### config.mk
export PLATFORM = sky130hd
export DESIGN_NAME = spi_manual_frontend
export DESIGN_NICKNAME = d
export VERILOG_FILES = /design/src/rtl/spi_mfe_pkg.sv /design/src/rtl/mfe_fifo.sv /design/src/rtl/mfe_datapath.sv /design/src/rtl/mfe_ctrl.sv /design/src/rtl/spi_manual_frontend.sv
export SDC_FILE = /design/constraint.sdc
export NUM_CORES = 1
export LEC_CHECK = 0
export ABC_AREA = 1
export BUFFER_PORTS_ARGS = -buffer_cell sky130_fd_sc_hd__buf_2
export CAP_MARGIN = 40
export CORE_UTILIZATION = 54
export CTS_CLUSTER_SIZE = 14
export DETAILED_ROUTE_END_ITERATION = 8
export MAX_ROUTING_LAYER = met4
export PLACE_DENSITY = 0.74
export SKIP_LAST_GASP = 1
export SLEW_MARGIN = 10
export SYNTH_ARGS = -nofsm -noshare
export SYNTH_HDL_FRONTEND = slang
export SYNTH_SLANG_ARGS = --single-unit
### constraint.sdc
create_clock -name clk -period 2.99 [get_ports clk]
set_clock_uncertainty 0.2 [all_clocks]
set_input_delay 0 -clock clk [delete_from_list [all_inputs] [get_ports clk]]
set_output_delay 0 -clock clk [all_outputs]
set_load 0.02 [all_outputs]
### src/rtl/spi_mfe_pkg.sv
package spi_mfe_pkg;
  localparam int MFE_ADDR_W = 9;

  localparam logic [MFE_ADDR_W-1:0] OFS_IDLE   = 9'h004;
  localparam logic [MFE_ADDR_W-1:0] OFS_MODE   = 9'h014;
  localparam logic [MFE_ADDR_W-1:0] OFS_FSM    = 9'h018;
  localparam logic [MFE_ADDR_W-1:0] OFS_MANEN  = 9'h020;
  localparam logic [MFE_ADDR_W-1:0] OFS_OPSTAT = 9'h024;
  localparam logic [MFE_ADDR_W-1:0] OFS_OPSTG  = 9'h028;
  localparam logic [MFE_ADDR_W-1:0] OFS_OPFULL = 9'h02C;
  localparam logic [MFE_ADDR_W-1:0] OFS_OPPUSH = 9'h030;
  localparam logic [MFE_ADDR_W-1:0] OFS_TXFULL = 9'h034;
  localparam logic [MFE_ADDR_W-1:0] OFS_TXWR   = 9'h038;
  localparam logic [MFE_ADDR_W-1:0] OFS_RXSTAT = 9'h03C;
  localparam logic [MFE_ADDR_W-1:0] OFS_RXPOP  = 9'h040;
  localparam logic [MFE_ADDR_W-1:0] OFS_RXHEAD = 9'h044;
  localparam logic [MFE_ADDR_W-1:0] OFS_IER    = 9'h090;
  localparam logic [MFE_ADDR_W-1:0] OFS_DMA    = 9'h130;

  localparam logic [3:0] MODE_MANUAL_CODE = 4'd9;

  typedef struct packed {
    logic stageLd;
    logic opPush;
    logic txPush;
    logic rxPop;
  } mfe_strobe_t;

  typedef struct packed {
    logic opFull;
    logic opEmptyRep;
    logic txFull;
    logic rxEmpty;
  } mfe_status_t;
endpackage

### src/rtl/mfe_fifo.sv
module mfe_fifo #(
  parameter int W     = 8,
  parameter int DEPTH = 4
) (
  input  logic         clk,
  input  logic         rstN,
  input  logic         push,
  input  logic [W-1:0] pushData,
  input  logic         pop,
  output logic [W-1:0] head,
  output logic         full,
  output logic         empty
);
  localparam int PTR_W = (DEPTH > 1) ? $clog2(DEPTH) : 1;
  localparam int CNT_W = $clog2(DEPTH + 1);

  logic [W-1:0]     mem [DEPTH];
  logic [PTR_W-1:0] rdPtr, wrPtr;
  logic [CNT_W-1:0] count;
  logic             doPush, doPop;

  assign full   = (count == CNT_W'(DEPTH));
  assign empty  = (count == '0);
  assign doPush = push && !full;
  assign doPop  = pop && !empty;
  assign head   = mem[rdPtr];

  function automatic logic [PTR_W-1:0] nextPtr(input logic [PTR_W-1:0] p);
    return (p == PTR_W'(DEPTH - 1)) ? '0 : p + PTR_W'(1);
  endfunction

  always_ff @(posedge clk) begin
    if (doPush) mem[wrPtr] <= pushData;
  end

  always_ff @(posedge clk) begin
    if (!rstN) begin
      rdPtr <= '0;
      wrPtr <= '0;
      count <= '0;
    end else begin
      if (doPush) wrPtr <= nextPtr(wrPtr);
      if (doPop)  rdPtr <= nextPtr(rdPtr);
      case ({doPush, doPop})
        2'b10:   count <= count + CNT_W'(1);
        2'b01:   count <= count - CNT_W'(1);
        default: count <= count;
      endcase
    end
  end

  // a push into a full queue leaves the occupancy alone
  a_r7_full_push_dropped: assert property (@(posedge clk) disable iff (!rstN)
    (push && full && !pop) |=> (count == $past(count)));

  // a lone pop of a non-empty queue removes exactly one entry
  a_r6_pop_removes_one: assert property (@(posedge clk) disable iff (!rstN)
    (pop && !empty && !push) |=> (count == $past(count) - CNT_W'(1)));
endmodule

### src/rtl/mfe_datapath.sv
module mfe_datapath
  import spi_mfe_pkg::*;
#(
  parameter int DATA_W   = 32,
  parameter int OP_W     = 14,
  parameter int BYTE_W   = 8,
  parameter int OP_DEPTH = 4,
  parameter int TX_DEPTH = 4,
  parameter int RX_DEPTH = 4
) (
  input  logic              clk,
  input  logic              rstN,
  input  mfe_strobe_t       strobe,
  input  logic [DATA_W-1:0] wdata,
  input  logic              manualMode,
  output mfe_status_t       status,
  output logic [DATA_W-1:0] stagedWord,
  output logic [BYTE_W-1:0] rxHead,
  output logic              opValid,
  output logic [OP_W-1:0]   opData,
  input  logic              opReady,
  input  logic              opDone,
  output logic              txValid,
  output logic [BYTE_W-1:0] txData,
  input  logic              txReady,
  input  logic              rxValid,
  input  logic [BYTE_W-1:0] rxData,
  output logic              rxReady
);
  logic              opFull, opEmpty, txFull, txEmpty, rxFull, rxEmpty;
  logic              opPop, txPop, opPending;
  logic [BYTE_W-1:0] rxRaw;

  always_ff @(posedge clk) begin
    if (!rstN)               stagedWord <= '0;
    else if (strobe.stageLd) stagedWord <= wdata;
  end

  assign opValid = !opEmpty && manualMode;
  assign opPop   = opValid && opReady;
  assign txValid = !txEmpty && manualMode;
  assign txPop   = txValid && txReady;
  assign rxReady = !rxFull;

  // completion tracking: taking an opcode wins over a same-cycle opDone
  always_ff @(posedge clk) begin
    if (!rstN)       opPending <= 1'b0;
    else if (opPop)  opPending <= 1'b1;
    else if (opDone) opPending <= 1'b0;
  end

  mfe_fifo #(.W(OP_W), .DEPTH(OP_DEPTH)) u_opq (
    .clk(clk), .rstN(rstN), .push(strobe.opPush), .pushData(stagedWord[OP_W-1:0]),
    .pop(opPop), .head(opData), .full(opFull), .empty(opEmpty));

  mfe_fifo #(.W(BYTE_W), .DEPTH(TX_DEPTH)) u_txq (
    .clk(clk), .rstN(rstN), .push(strobe.txPush), .pushData(wdata[BYTE_W-1:0]),
    .pop(txPop), .head(txData), .full(txFull), .empty(txEmpty));

  mfe_fifo #(.W(BYTE_W), .DEPTH(RX_DEPTH)) u_rxq (
    .clk(clk), .rstN(rstN), .push(rxValid), .pushData(rxData),
    .pop(strobe.rxPop), .head(rxRaw), .full(rxFull), .empty(rxEmpty));

  assign rxHead = rxEmpty ? '0 : rxRaw;

  always_comb begin
    status.opFull     = opFull;
    status.opEmptyRep = opEmpty && !opPending;
    status.txFull     = txFull;
    status.rxEmpty    = rxEmpty;
  end

  // after the engine takes an opcode, empty is not reported next cycle
  a_r4_empty_waits_done: assert property (@(posedge clk) disable iff (!rstN)
    opPop |=> !status.opEmptyRep);

  // nothing is offered to the engine outside manual mode
  a_r3_offer_only_manual: assert property (@(posedge clk) disable iff (!rstN)
    (opValid || txValid) |-> manualMode);
endmodule

### src/rtl/mfe_ctrl.sv
module mfe_ctrl
  import spi_mfe_pkg::*;
#(
  parameter int DATA_W = 32,
  parameter int BYTE_W = 8
) (
  input  logic                  clk,
  input  logic                  rstN,
  input  logic [MFE_ADDR_W-1:0] regAddr,
  input  logic                  regWrEn,
  input  logic [3:0]            cfgBits,
  input  mfe_status_t           status,
  input  logic [DATA_W-1:0]     stagedWord,
  input  logic [BYTE_W-1:0]     rxHead,
  input  logic                  autoBusy,
  output mfe_strobe_t           strobe,
  output logic                  manualMode,
  output logic                  readIdleEn,
  output logic                  irq,
  output logic                  dmaBridgeEn,
  output logic [DATA_W-1:0]     regRdata
);
  logic [3:0] modeTog;
  logic       manualEn, ierBit, opErr, dataErr;
  logic       opErrSet, dataErrSet, opErrClr, dataErrClr;

  function automatic logic hit(input logic [MFE_ADDR_W-1:0] ofs);
    return regWrEn && (regAddr == ofs);
  endfunction

  assign manualMode = (modeTog == MODE_MANUAL_CODE) && manualEn;

  always_comb begin
    strobe.stageLd = hit(OFS_OPSTG);
    strobe.opPush  = hit(OFS_OPPUSH) && cfgBits[0] && manualMode;
    strobe.txPush  = hit(OFS_TXWR) && manualMode;
    strobe.rxPop   = hit(OFS_RXPOP) && cfgBits[0] && manualMode;
  end

  assign opErrSet   = strobe.opPush && status.opFull;
  assign dataErrSet = (strobe.txPush && status.txFull) || (strobe.rxPop && status.rxEmpty);
  assign opErrClr   = hit(OFS_OPSTAT) && cfgBits[1];
  assign dataErrClr = hit(OFS_RXSTAT) && cfgBits[1];

  always_ff @(posedge clk) begin
    if (!rstN) begin
      readIdleEn  <= 1'b1;
      modeTog     <= '0;
      manualEn    <= 1'b0;
      ierBit      <= 1'b1;
      dmaBridgeEn <= 1'b0;
      opErr       <= 1'b0;
      dataErr     <= 1'b0;
      irq         <= 1'b0;
    end else begin
      if (hit(OFS_IDLE))  readIdleEn  <= cfgBits[0];
      if (hit(OFS_MODE))  modeTog     <= cfgBits;
      if (hit(OFS_MANEN)) manualEn    <= cfgBits[0];
      if (hit(OFS_IER))   ierBit      <= cfgBits[0];
      if (hit(OFS_DMA))   dmaBridgeEn <= cfgBits[0];
      if (opErrSet)        opErr <= 1'b1;
      else if (opErrClr)   opErr <= 1'b0;
      if (dataErrSet)      dataErr <= 1'b1;
      else if (dataErrClr) dataErr <= 1'b0;
      irq <= manualMode && autoBusy && ierBit;
    end
  end

  always_comb begin
    regRdata = '0;
    case (regAddr)
      OFS_IDLE:   regRdata[0]   = readIdleEn;
      OFS_MODE:   regRdata[3:0] = modeTog;
      OFS_FSM:    regRdata[0]   = readIdleEn || autoBusy;
      OFS_MANEN:  regRdata[0]   = manualEn;
      OFS_OPSTAT: regRdata[1:0] = {opErr, status.opEmptyRep};
      OFS_OPSTG:  regRdata      = stagedWord;
      OFS_OPFULL: regRdata[0]   = status.opFull;
      OFS_TXFULL: regRdata[0]   = status.txFull;
      OFS_RXSTAT: regRdata[1:0] = {dataErr, status.rxEmpty};
      OFS_RXHEAD: regRdata[BYTE_W-1:0] = rxHead;
      OFS_IER:    regRdata[0]   = ierBit;
      OFS_DMA:    regRdata[0]   = dmaBridgeEn;
      default:    regRdata      = '0;
    endcase
  end

  // a masked clash never raises the interrupt
  a_r9_irq_masked: assert property (@(posedge clk) disable iff (!rstN)
    !ierBit |=> !irq);

  // an overflowing opcode push leaves the sticky bit set
  a_r7_op_err_sticky: assert property (@(posedge clk) disable iff (!rstN)
    (opErr && !opErrClr) |=> opErr);
endmodule

### src/rtl/spi_manual_frontend.sv
module spi_manual_frontend
  import spi_mfe_pkg::*;
#(
  parameter int DATA_W   = 32,
  parameter int CMD_W    = 5,
  parameter int LEN_W    = 9,
  parameter int BYTE_W   = 8,
  parameter int OP_DEPTH = 4,
  parameter int TX_DEPTH = 4,
  parameter int RX_DEPTH = 4
) (
  input  logic                     clk,
  input  logic                     rstN,
  input  logic [MFE_ADDR_W-1:0]    regAddr,
  input  logic                     regWrEn,
  input  logic [DATA_W-1:0]        regWdata,
  output logic [DATA_W-1:0]        regRdata,
  input  logic                     autoBusy,
  output logic                     readIdleEn,
  output logic                     manualMode,
  output logic                     irq,
  output logic                     dmaBridgeEn,
  output logic                     opValid,
  output logic [CMD_W+LEN_W-1:0]   opData,
  input  logic                     opReady,
  input  logic                     opDone,
  output logic                     txValid,
  output logic [BYTE_W-1:0]        txData,
  input  logic                     txReady,
  input  logic                     rxValid,
  input  logic [BYTE_W-1:0]        rxData,
  output logic                     rxReady
);
  localparam int OP_W = CMD_W + LEN_W;

  mfe_strobe_t       strobe;
  mfe_status_t       status;
  logic [DATA_W-1:0] stagedWord;
  logic [BYTE_W-1:0] rxHead;

  mfe_ctrl #(.DATA_W(DATA_W), .BYTE_W(BYTE_W)) u_ctrl (
    .clk(clk), .rstN(rstN), .regAddr(regAddr), .regWrEn(regWrEn),
    .cfgBits(regWdata[3:0]), .status(status), .stagedWord(stagedWord),
    .rxHead(rxHead), .autoBusy(autoBusy), .strobe(strobe),
    .manualMode(manualMode), .readIdleEn(readIdleEn), .irq(irq),
    .dmaBridgeEn(dmaBridgeEn), .regRdata(regRdata));

  mfe_datapath #(.DATA_W(DATA_W), .OP_W(OP_W), .BYTE_W(BYTE_W),
                 .OP_DEPTH(OP_DEPTH), .TX_DEPTH(TX_DEPTH), .RX_DEPTH(RX_DEPTH)) u_dp (
    .clk(clk), .rstN(rstN), .strobe(strobe), .wdata(regWdata),
    .manualMode(manualMode), .status(status), .stagedWord(stagedWord),
    .rxHead(rxHead), .opValid(opValid), .opData(opData), .opReady(opReady),
    .opDone(opDone), .txValid(txValid), .txData(txData), .txReady(txReady),
    .rxValid(rxValid), .rxData(rxData), .rxReady(rxReady));
endmodule

Word level (Yosys, flattened, before mapping)

Memory sizes are Yosys's and may differ from the RTL's. A register that Yosys moved wholly into a read port is not among the register bits.
Index checks and enable logic that the tools add are counted.

Equal/unequal tests: 31
Reductions and logical operators: 53
Multiplexer cells: 33
$add $sub $neg: 12

Operator list:

| operator                                                               | number |
|---|---|
| 9-bit by 6-bit equality test with 1-bit output (second input constant) | 8 |
| 1-bit logical AND                                                      | 35 |
| 2-bit two-way mux                                                      | 12 |
| 24-bit two-way mux                                                     | 1 |
| 2-bit equality test (second input constant)                            | 9 |
| 9-bit by 5-bit equality test with 1-bit output (second input constant) | 2 |
| 9-bit by 7-bit equality test with 1-bit output (second input constant) | 2 |
| 3-bit one-hot mux with 2 select lines                                  | 3 |
| 2-bit by 1-bit adder with 2-bit output (second input constant)         | 6 |
| 1-bit two-way mux                                                      | 12 |
| 1-bit one-hot mux with 12 select lines                                 | 1 |
| 2-bit nonzero test                                                     | 6 |
| 3-bit by 1-bit adder with 3-bit output (second input constant)         | 3 |
| 3-bit equality test (second input constant)                            | 3 |
| 9-bit by 3-bit equality test with 1-bit output (second input constant) | 1 |
| 9-bit by 8-bit equality test with 1-bit output (second input constant) | 1 |
| 9-bit equality test (second input constant)                            | 1 |
| 3-bit logical NOT                                                      | 3 |
| 3-bit by 1-bit subtractor with 3-bit output (second input constant)    | 3 |
| 8-bit two-way mux                                                      | 1 |
| 4-bit one-hot mux with 2 select lines                                  | 1 |
| 1-bit logical NOT                                                      | 7 |
| 2-bit by 1-bit equality test with 1-bit output (second input constant) | 3 |
| 2-bit one-hot mux with 3 select lines                                  | 1 |
| other kinds (3)                                                        | 4 |

Output and inout port bits: 61
Memories: 3
RAM bits: 120
Input bits: 57
Flip-flop bits (word level): 65
Word-level logic and storage cells: 151

Memories:

| name           | words | bits a word | read ports | clocked after Yosys merged registers in | write ports | RTL line       | RTL |
|---|---|---|---|---|---|---|---|
| u_dp.u_opq.mem | 4     | 14          | 1          | 1                                       | 1           | mfe_fifo.sv:17 | `logic [W-1:0] mem [DEPTH];` |
| u_dp.u_rxq.mem | 4     | 8           | 1          | 1                                       | 1           | mfe_fifo.sv:17 |  |
| u_dp.u_txq.mem | 4     | 8           | 1          | 1                                       | 1           | mfe_fifo.sv:17 |  |

Logic depth before layout (Yosys ltp)

Depth after elaboration: 7
Depth in mapped cells: 13
Mapped depth without buffers: 12

By module

From an unflattened synthesis, not the netlist that was laid out.

Cell total of the unflattened synthesis: 886
Area, all modules: 8732.1 um^2

Modules (own cells, without submodules):

| module                | seq. area each (um^2) | instances | cells an instance | area each (um^2) |
|---|---|---|---|---|
| mfe_fifo (u_dp.u_opq) | 1861.8                | 1         | 206               | 2716.4 |
| mfe_fifo (u_dp.u_rxq) | 1141.1                | 1         | 146               | 1700.4 |
| mfe_fifo (u_dp.u_txq) | 1141.1                | 1         | 147               | 1691.6 |
| mfe_ctrl              | 220.2                 | 1         | 215               | 1346.3 |
| mfe_datapath          | 660.6                 | 1         | 172               | 1277.5 |

Worst setup path after synthesis

OpenSTA, ideal clock, no wires.

Path type: reg-to-reg
From: register u_ctrl.modeTog[2]
To: register u_dp.u_opq.count[2]
Path buffers: 0
Data required time: 2668 ps
Setup time: 122 ps
Arrival time: 2034 ps
Clock period less this slack: 2356 ps
Slack: 634 ps
Stages on the path, launching flop included: 13
Cell sequence: dfxtp_1 -> inv_1 -> nand3_1 -> nor2_2 -> nand3_1 -> inv_1 -> ha_1 -> inv_1 -> fa_1 -> a21oi_1 -> o21ai_0 -> o21ai_0 -> a21oi_1

Cells in the longest elaborated chain, start to end: 7
Elaborated cells between the ends (all ways): 11
Classes of those cells: eq/ne (3); mux (1); reduce/logical (7)

Ends and longest elaborated chain:

| element                                                                               | RTL line                  | RTL |
|---|---|---|
| from (decl)                                                                           | mfe_ctrl.sv:23            | `logic [3:0] modeTog;` |
| from (signal assigned)                                                                | mfe_ctrl.sv:57            | `if (hit(OFS_MODE)) modeTog <= cfgBits;` |
| 4-bit equality test *                                                                 | mfe_ctrl.sv:31            | `assign manualMode = (modeTog == MODE_MANUAL_CODE) && manualEn;` |
| 1-bit logical AND *                                                                   | mfe_ctrl.sv:31            |  |
| via manualMode                                                                        | spi_manual_frontend.sv:20 | `output logic manualMode,` |
| 1-bit logical AND *                                                                   | mfe_datapath.sv:39        | `assign opValid = !opEmpty && manualMode;` |
| 1-bit logical AND *                                                                   | mfe_datapath.sv:40        | `assign opPop = opValid && opReady;` |
| 1-bit logical AND *                                                                   | mfe_fifo.sv:25            | `assign doPop = pop && !empty;` |
| via u_dp.u_opq.doPop                                                                  | mfe_fifo.sv:20            | `logic doPush, doPop;` |
| 2-bit by 1-bit equality test with 1-bit output or 2-bit equality test (tied branches) | mfe_fifo.sv:44            | `case ({doPush, doPop})` |
| 3-bit one-hot mux with 2 select lines or 2-bit nonzero test (tied branches)           | --                        |  |
| to (signal assigned)                                                                  | mfe_fifo.sv:45            | `2'b10: count <= count + CNT_W'(1);` |
| to (signal assigned)                                                                  | mfe_fifo.sv:46            | `2'b01: count <= count - CNT_W'(1);` |
| to (signal assigned)                                                                  | mfe_fifo.sv:47            | `default: count <= count;` |
| to (decl)                                                                             | mfe_fifo.sv:19            | `logic [CNT_W-1:0] count;` |

Mark *: on every way through the listed nets, which the timed path passes. The rest lies on a longest branch.
A chain may end at the register's enable or synchronous reset.

Worst setup path in the final report

From: input port regAddr[0]
To: register u_dp.stagedWord[20]

Cells in the longest elaborated chain, start to end: 2

Ends and longest elaborated chain:

| element                                        | RTL line                  | RTL |
|---|---|---|
| from (decl)                                    | spi_manual_frontend.sv:14 | `input logic [MFE_ADDR_W-1:0] regAddr,` |
| 9-bit by 6-bit equality test with 1-bit output | mfe_ctrl.sv:28            | `return regWrEn && (regAddr == ofs);` |
| 1-bit logical AND                              | mfe_ctrl.sv:28            |  |
| to (signal assigned)                           | mfe_datapath.sv:36        | `else if (strobe.stageLd) stagedWord <= wdata;` |
| to (decl)                                      | mfe_datapath.sv:17        | `output logic [DATA_W-1:0] stagedWord,` |

No other way between the ends.

==> metrics.yaml <==
holdCritStartpoint: "regAddr[1]"
num_antenna_cells: 0
via_count: 6639
grt_overflow: 0
synth_area_um2: 8090
rows: 44
chipWidth_um: 124
yosys_most_used_dff: "edfxtp_1"
async_flop_share: 0
cts_tree: "done"
ys_types: 35
clk_pin_slew_ns: 0.07
r2r_start: "u_ctrl.modeTog[2]"
cts_made_buffers: 17
synthMuxAreaShare: 0
startpoint: "regAddr[0]"
synth_area_per_cell_um2: 9.84
fin_setup_tns_ns: 0
grtUsageTotal: 0.269
yosys.area_share.xor_xnor: 0
hold_slack_ns: 0.0355
wirelength_um: 19500
die-area_um2: 15500
clock_latency_ns: 0.43
wl_per_cell_um: 16.0
clock.fmax_mhz: 349
ys_seq_elements: 191
die_h_um: 124
crit_type: "in2reg"
yosys_warnings: 0
pre_cts_ws_ns: 0.520
synth-simple-area-share: 0.147
numPortBuffers: 117
maxSlewViolCount: 0
grt_start_max_net_pins: 35
clock-sinks: 191
rsz0062_at_grt: "false"
fin_crit_ns: 2.86
ios: 118
min_path_type: "in2reg"
fin_util: 0.702
synth_compound_area_frac: 0.131
final_cells: 1222
synth.most_common_cell: "nor2_1"
synth_area_leaders: "edfxtp_1 45%, dfxtp_1 18%, o21ai_0 6.1%"
path_max_fanout: 32
critPathArrivalTime_ns: 2.94
seq_area_frac_synth: 0.621
p_per_area_nw_per_um2: 503
netlist_instances: 822
yosys.area.top_type: "edfxtp_1"
slew_headroom: 0.421
gp_congestion: 0.876
dp.cells: 1105
setup-violations-final: 0
irDropWorstVdd_v: 0.000380
yosys-top-cells-count: "126 x nor2_1, 120 x edfxtp_1, 100 x inv_1"
synth-edff-count: 120
antenna_found_initial: 0
fin_crit_sh: 0.957
areaGrowthSynthToFinish_pct: 26.6
avgViaCountPerCell: 5.43
syn_nets: 900
power.total_mw: 5.15
postLayoutSetupSlackWorst_ns: 0.128
p_leak_nw: 4.09
status: "completed"
htreeDepth: 4
maxCapViolations: 0
nets: 1103
rrSetupSlack_ns: 0.38
core_um2: 14600
cp-end-kind: "flop"
dpl.hpwl_um: 11900
cp.required_ns: 3.06
antenna_left: 0
finalHoldViolations: 0
drt_iter0_drc: 664
worst_slew_pin_slew_ns: 0.866
grt_pass1_wl_um: 31500
cts_root_buf: "clkbuf_16"
cts_buffer_depth: 2
start_util: 0.554
route.detailed.drc: 0
layout-drive-gt1-share: 0.171
synthAdderAreaFrac: 0.0353
fin_area_um2: 10200
dpl-instance-area_um2: 8840
startpoint_type: "input pin"
grt_pass1_vias: 6500
synth_top_family_by_area: "simple AND/OR/NAND/NOR gates"
yosysTopAreaCellShare: 0.446
first_pass_iters: 5
==> logic make-up after synthesis <==
logic type / Yosys count
buffers and inverters: 133
and+or+nand+nor: 278
adders and majority gates: 21
AOI/OAI and AO/OA: 199
DFF: 191
==> metal layers <==
metal  wire (µm)  up-vias  global-route usage  share of wire
li1            -     3200                   -              -
met4         739        0               0.125          0.038
met3        1080       69              0.0644          0.055
met2        9540      255               0.435           0.49
met5           0        -                   -              0
met1        8160     3115               0.318           0.42
==> worst max-delay path: stages <==
cell and delay, ns:
dlygate4sd3_1 0.53, buf_2 0.13, nor2_1 0.14, dlygate4sd3_1 0.59, nand3_1 0.09, nor2_2 0.24
nand2_4 0.26, o21ai_0 0.30, dlygate4sd3_1 0.59, a21oi_1 0.05
==> worst paths after layout <==
path | depth (start not counted) | to
max reg2reg | 12 | u_dp.u_opq.count[2]
max | 10 | u_dp.stagedWord[20]
min | 9 | u_ctrl.dataErr
min reg2reg | 2 | u_dp.stagedWord[28]
==> sequential cells by signal, summed over array words and instances (netlist names), 2 cells and up, named ones only <==
signal and count:
u_dp.u_opq.rdPtr 2, u_dp.u_opq.count 3, u_dp.u_txq.count 3, u_dp.u_rxq.mem 32, u_ctrl.modeTog 4, u_dp.u_opq.wrPtr 2, u_dp.u_rxq.count 3, u_dp.stagedWord 32
u_dp.u_opq.mem 56, u_dp.u_txq.mem 32, u_dp.u_rxq.wrPtr 2, u_dp.u_txq.wrPtr 2, u_dp.u_rxq.rdPtr 2, u_dp.u_txq.rdPtr 2
==> what timing repair did <==
action	CTS	global route
hold endpoints to repair	121	0
buffers inserted	0	0
setup endpoints to repair	0	26
resized for setup	0	3
hold buffers	86	0
==> power by group <==
group / switching [mW] / leakage (nW) / total (mW) / internal [mW]
logic: 0.132 / 2.17 / 0.255 / 0.123
registers: 0.00837 / 1.66 / 2.82 / 2.81
clock network: 1.00 / 0.258 / 2.08 / 1.07
==> layout by cell type (no fill, tap or decap), types with 2 or more instances in the layout <==
master	Yosys	routed
inv_8	0	2
nand2_1	84	84
clkinv_2	0	4
clkinvlp_4	0	4
inv_1	100	100
a31oi_1	2	2
o211ai_1	3	3
clkinv_1	2	3
dlygate4sd3_1	0	85
fa_1	3	3
nor2_1	126	125
buf_4	1	11
nand4_1	6	6
nand2_4	1	2
a21oi_2	2	2
buf_2	4	117
nand2_2	3	2
dfxtp_1	71	71
ha_1	18	18
o22ai_1	27	27
inv_6	0	4
inv_2	2	2
nand3_1	47	46
o21ai_0	99	99
a21oi_1	57	57
edfxtp_1	120	120
nor2_2	5	6
clkbuf_16	0	17
o21ai_1	5	5
o21a_1	2	2
==> area by class of cell <==
class	instances	area [µm²]
timing repair buffer	213	1520
clock buffer	17	425
tap	184	230
inverter	104	390
fill	1042	4350
clock inverter	15	111
multi-input combinational	498	2540
sequential	191	5020
No activity file was read; power rests on OpenSTA's default activity.
